### config.mk
export PLATFORM = sky130hd
export DESIGN_NAME = conv_punct_enc
export DESIGN_NICKNAME = d
export VERILOG_FILES = /design/src/rtl/fec_pkg.sv /design/src/rtl/conv_core.sv /design/src/rtl/punct_sel.sv /design/src/rtl/conv_punct_enc.sv
export SDC_FILE = /design/constraint.sdc
export NUM_CORES = 1
export LEC_CHECK = 0
export BUFFER_PORTS_ARGS = -buffer_cell sky130_fd_sc_hd__buf_4
export CORE_AREA = 2 2 54 56
export DETAILED_ROUTE_END_ITERATION = 10
export DIE_AREA = 0 0 56 58
export SYNTH_ARGS = -nofsm -noshare
export SYNTH_HDL_FRONTEND = slang
export SYNTH_HIERARCHICAL = 1
export SYNTH_SLANG_ARGS = --single-unit
export TNS_END_PERCENT = 5
### constraint.sdc
create_clock -name clk -period 3.1 [get_ports clk]
set_clock_uncertainty 0.2 [all_clocks]
set_input_delay 0.93 -clock clk [delete_from_list [all_inputs] [get_ports clk]]
set_output_delay 0.93 -clock clk [all_outputs]
set_load 0.02 [all_outputs]
### src/rtl/fec_pkg.sv
package fec_pkg;

  localparam int CONSTR_LEN = 7;
  localparam int MEM_LEN    = CONSTR_LEN - 1;
  localparam logic [CONSTR_LEN-1:0] GEN_X = 7'o133;
  localparam logic [CONSTR_LEN-1:0] GEN_Y = 7'o171;

  typedef enum logic [1:0] {
    RATE_1_2 = 2'd0,
    RATE_2_3 = 2'd1,
    RATE_3_4 = 2'd2
  } rate_e;

  // Parity of the register window under a generator mask; MSB is the newest bit.
  function automatic logic gen_parity(input logic [CONSTR_LEN-1:0] win,
                                      input logic [CONSTR_LEN-1:0] gen);
    return ^(win & gen);
  endfunction

  function automatic rate_e decode_rate(input logic [1:0] sel);
    case (sel)
      2'd1:    return RATE_2_3;
      2'd2:    return RATE_3_4;
      default: return RATE_1_2;
    endcase
  endfunction

  function automatic logic [1:0] pattern_len(input rate_e r);
    case (r)
      RATE_2_3: return 2'd2;
      RATE_3_4: return 2'd3;
      default:  return 2'd1;
    endcase
  endfunction

  // Returns {keep_x, keep_y} for a phase of the puncturing pattern.
  function automatic logic [1:0] keep_mask(input rate_e r, input logic [1:0] ph);
    case (r)
      RATE_2_3: return (ph == 2'd0) ? 2'b11 : 2'b01;
      RATE_3_4: begin
        case (ph)
          2'd0:    return 2'b11;
          2'd1:    return 2'b01;
          default: return 2'b10;
        endcase
      end
      default:  return 2'b11;
    endcase
  endfunction

endpackage

### src/rtl/conv_core.sv
module conv_core
  import fec_pkg::*;
#(
  parameter int K = CONSTR_LEN
) (
  input  logic         clk,
  input  logic         rst_n,
  input  logic         step,
  input  logic         clr,
  input  logic         din,
  output logic         cx,
  output logic         cy,
  output logic [K-2:0] state
);

  logic [K-2:0] mem_q;
  logic [K-2:0] mem_eff;
  logic [K-1:0] window;

  assign mem_eff = clr ? '0 : mem_q;
  assign window  = {din, mem_eff};
  assign cx      = gen_parity(window, GEN_X);
  assign cy      = gen_parity(window, GEN_Y);
  assign state   = mem_q;

  always_ff @(posedge clk or negedge rst_n) begin
    if (!rst_n) begin
      mem_q <= '0;
    end else if (step) begin
      mem_q <= window[K-1:1];
    end
  end

endmodule

### src/rtl/punct_sel.sv
module punct_sel
  import fec_pkg::*;
(
  input  logic  clk,
  input  logic  rst_n,
  input  logic  step,
  input  logic  restart,
  input  rate_e rate,
  output logic  keep_x,
  output logic  keep_y
);

  logic [1:0] ph_q;
  logic [1:0] ph_eff;
  logic [1:0] ph_inc;

  assign ph_eff           = restart ? 2'd0 : ph_q;
  assign ph_inc           = ph_eff + 2'd1;
  assign {keep_x, keep_y} = keep_mask(rate, ph_eff);

  always_ff @(posedge clk or negedge rst_n) begin
    if (!rst_n) begin
      ph_q <= 2'd0;
    end else if (step) begin
      ph_q <= (ph_inc >= pattern_len(rate)) ? 2'd0 : ph_inc;
    end
  end

endmodule

### src/rtl/conv_punct_enc.sv
module conv_punct_enc
  import fec_pkg::*;
#(
  parameter int TAIL_LEN = MEM_LEN
) (
  input  logic       clk,
  input  logic       rst_n,
  input  logic       in_valid,
  output logic       in_ready,
  input  logic       in_bit,
  input  logic       in_first,
  input  logic       in_last,
  input  logic [1:0] rate_sel,
  output logic       out_valid,
  input  logic       out_ready,
  output logic       out_bit,
  output logic       out_last
);

  localparam int TW = $clog2(TAIL_LEN + 1);

  logic          x_pend, y_pend, px, py, pair_last, tailing;
  logic [TW-1:0] tail_cnt;
  rate_e         rate_q, rate_eff;
  logic          step_in, step_tail, step, blk_start, step_bit, tail_done;
  logic          cx, cy, keep_x, keep_y;
  logic [MEM_LEN-1:0] enc_state;

  assign out_valid = x_pend | y_pend;
  assign out_bit   = x_pend ? px : py;
  assign out_last  = pair_last & out_valid & ~(x_pend & y_pend);
  assign in_ready  = ~out_valid & ~tailing;

  assign step_in   = in_valid & in_ready;
  assign step_tail = tailing & ~out_valid;
  assign step      = step_in | step_tail;
  assign blk_start = step_in & in_first;
  assign step_bit  = step_in & in_bit;
  assign tail_done = step_tail & (tail_cnt == TW'(1));
  assign rate_eff  = blk_start ? decode_rate(rate_sel) : rate_q;

  conv_core #(.K(CONSTR_LEN)) core_i (
    .clk   (clk),
    .rst_n (rst_n),
    .step  (step),
    .clr   (blk_start),
    .din   (step_bit),
    .cx    (cx),
    .cy    (cy),
    .state (enc_state)
  );

  punct_sel punct_i (
    .clk     (clk),
    .rst_n   (rst_n),
    .step    (step),
    .restart (blk_start),
    .rate    (rate_eff),
    .keep_x  (keep_x),
    .keep_y  (keep_y)
  );

  always_ff @(posedge clk or negedge rst_n) begin
    if (!rst_n) begin
      x_pend    <= 1'b0;
      y_pend    <= 1'b0;
      px        <= 1'b0;
      py        <= 1'b0;
      pair_last <= 1'b0;
      tailing   <= 1'b0;
      tail_cnt  <= '0;
      rate_q    <= RATE_1_2;
    end else begin
      if (step) begin
        px        <= cx;
        py        <= cy;
        x_pend    <= keep_x;
        y_pend    <= keep_y;
        pair_last <= tail_done;
      end else if (out_valid && out_ready) begin
        if (x_pend) x_pend <= 1'b0;
        else        y_pend <= 1'b0;
      end
      if (blk_start) rate_q <= decode_rate(rate_sel);
      if (step_in && in_last) begin
        tailing  <= 1'b1;
        tail_cnt <= TW'(TAIL_LEN);
      end else if (step_tail) begin
        tail_cnt <= tail_cnt - TW'(1);
        if (tail_done) tailing <= 1'b0;
      end
    end
  end

endmodule

==> flow_metrics.py <==
metrics = {
    "critical_path": {
        "worstPathArrival_ns": 2.57,
        "crit_path_frequent_cell": "ha_1",
        "worstPathMaxFanout": 7,
        "cpPeakStageDelay_ns": 0.51,
        "r2r_cells": 7,
        "r2r_end": "punct_i/ph_q[1]",
        "path_class": "reg2reg",
        "cp-startpoint": "x_pend",
        "reg2reg_slack_ns": 0.54,
        "slowest_stage": "dfrtp_1",
        "crit_path_start_kind": "flop",
        "critPathTopFamily": "adder cells",
        "crit_buf_inv": 0,
        "reg2reg_from": "x_pend",
        "required_ns": 3.10,
        "path_cells": "nor3_4 -> nand3_2 -> mux2_1 -> ha_1 -> ha_1 -> a21boi_1 -> o32ai_1",
        "cp-end-kind": "flop",
    },
    "floorplan": {
        "die_y_um": 58,
        "die_w_um": 56,
        "die-area_um2": 3248,
        "io_pins": 13,
        "start_util_pct": 42.72,
        "design.core.area_um2": 2663,
        "row_count": 19,
    },
    "drt": {
        "drc": 0,
        "num_vias": 785,
        "drt_first_pass_iters": 4,
        "routed_wl_um": 1854,
        "wire_per_inst_um": 12.20,
        "viasPerCell": 5.164,
        "ant_nets": 0,
        "drt_iter0_markers": 16,
    },
    "clocking": {
        "cts_resized": 0,
        "clk_latency_ns": 0.30,
        "cts_setup_buffers": 0,
        "cts_root_buf": "clkbuf_4",
        "holdBufCountCts": 0,
        "cts_tree": "done",
        "clk_pin_slew_ns": 0.11,
        "cts_sinks": 19,
        "clockBufferDepth": 2,
        "numCtsBuffers": 3,
        "htreeDepth": 1,
    },
    "timing": {
        "relSlewSlack_pct": 75.43,
        "fin_tns_setup_ns": 0,
        "drv_slew": 0,
        "fmax_mhz": 390.0,
        "finalSetupViolCount": 0,
        "period_share_pct": 82.70,
        "period_minus_slack_ns": 2.564,
        "hold_slack_ns": 0.2864,
        "hold_viol": 0,
        "rsz0062_at_grt": "false",
        "worst_slew_pin_slew_ns": 0.3685,
    },
    "logic_synthesis": {
        "netlist_top_cells_count": "dfrtp_1, inv_1, ha_1",
        "ys_ff_latch": 19,
        "synthFlopType": "dfrtp_1",
        "syn-cell-area_um2": 1137,
        "synth-async-reset-ratio_pct": 100.0,
        "syn_nets": 125,
        "ys_seq_area_share_pct": 41.80,
        "synth-edff-count": 0,
        "syn_inst": 108,
        "yosysTopAreaCellShare_pct": 41.80,
        "synth.distinct_cells": 42,
        "yosysTopAreaCell": "dfrtp_1",
        "syn_avg_cell_area_um2": 10.53,
        "ys_warn_count": 6,
        "synth.area.top_cells": "dfrtp_1, ha_1, inv_1",
    },
    "global_routing": {
        "grt_max_degree": 20,
        "grtUsageTotal_pct": 13.35,
        "grt_pass1_wl_um": 3387,
        "grt_pass1_vias": 792,
        "grt_overflow_total": 0,
        "antenna_found_initial": 0,
    },
    "hold_path": {
        "worstHoldPathType": "in2async",
    },
    "layout": {
        "area_growth_pct": 12.21,
        "multi_input_area_um2": 570.5,
        "nNetsFinal": 139,
        "seq_area_um2": 475.5,
        "diodes": 0,
        "drive_gt1_share_pct": 23.14,
        "fill_cells": 244,
    },
    "placement": {
        "io_buffers": 12,
        "dp_hpwl_um": 1368,
        "gp_congestion": 0.7670,
    },
    "job": {
        "cap_violations": 0,
    },
    "pwr": {
        "power_density_nw_per_um2": 976.0,
        "leakage_nw": 0.6262,
        "max-vdd-ir-drop_mv": 0.6271,
    },
    "run_status": {
        "outcome": "completed",
    },
}
-- how the worst max path moves through the flow --
stage / end / slack (ns) / cells after the start
6_report: punct_i/ph_q[1] / 0.54 / 7
5_1_grt: punct_i/ph_q[1] / 0.36 / 8
4_1_cts: punct_i/ph_q[1] / 0.53 / 7
3_5_place_dp: punct_i/ph_q[1] / 0.24 / 7
3_3_place_gp: punct_i/ph_q[1] / 0.31 / 8
2_1_floorplan: punct_i/ph_q[1] / 0.48 / 6
-- layout make-up --
cell class	count	area share [%]
Multi-Input combinational cell	66	44.71
Sequential cell	19	37.26
Timing Repair Buffer	12	7.059
Inverter	20	5.882
Tap cell	31	3.039
Clock buffer	4	2.059
-- report_power, final --
group	internal (mW)	leakage (nW)	switching, mW	total [mW]
clock network	0.0501	0.0150	0.0779	0.128
registers	0.349	0.247	0.103	0.453
logic	0.327	0.365	0.338	0.665
-- sequential cells by signal, summed over array words and instances (netlist names) --
signal        cells
py                1
core_i/state      6
x_pend            1
punct_i/ph_q      2
tail_cnt          3
px                1
rate_q            2
tailing           1
y_pend            1
pair_last         1
-- placed cells by master (no fill, tap or decap), drive strengths merged --
| master | instances |
|---|---|
| o21ai | 6 |
| o32ai | 2 |
| o21bai | 1 |
| a221o | 1 |
| mux2 | 6 |
| a32o | 1 |
| xnor2 | 3 |
| and3 | 1 |
| nand2b | 3 |
| a21boi | 1 |
| xor2 | 5 |
| ha | 8 |
| dfrtp | 19 |
| a31oi | 1 |
| nor2 | 5 |
| nand3b | 5 |
| and4b | 1 |
| o21a | 2 |
| a211o | 1 |
| a21oi | 1 |
| clkbuf | 4 |
| mux2i | 1 |
| nand2 | 2 |
| o2bb2ai | 1 |
| inv | 20 |
| nor2b | 2 |
| nand4bb | 1 |
| a2bb2oi | 1 |
| nand3 | 2 |
| nor3 | 2 |
| buf | 12 |
-- layer usage --
layer / GRT usage (%) / up-vias / part of all wire, %
li1: - / 385 / -
met2: 22.86 / 16 / 48
met4: 3.061 / 0 / 0.70
met5: 0 / - / 0
met1: 16.33 / 382 / 47
met3: 4.688 / 2 / 4.5
-- cells by family (layout without fill, tap and decap cells) --
family                     after synthesis  count (layout)  share of synthesized area, %
and+or+nand+nor                         24              24                         15.07
xor gates and xnor gates                 8               8                         6.821
DFF                                     19              19                         41.80
muxes                                    7               7                         6.820
AOI/OAI and AO/OA                       19              19                         12.65
buffers and inverters                   23              36                         8.030
adders and majority gates                8               8                         8.801
-- metrics by stage --
stage	util [%]	setup slack, ns	cell area [um^2]	total power [mW]	instances
finish	47.93	0.5362	1276	1.246	152
global route	47.93	0.3633	1276	1.376	152
CTS	47.93	0.5251	1276	1.264	152
detailed placement	46.95	0.2436	1250	1.132	148
global placement	46.95	0.3117	1250	1.115	148
floorplan	-	0.4786	1137	0.9975	108
Note: power is estimated with default switching activity, not from simulation.
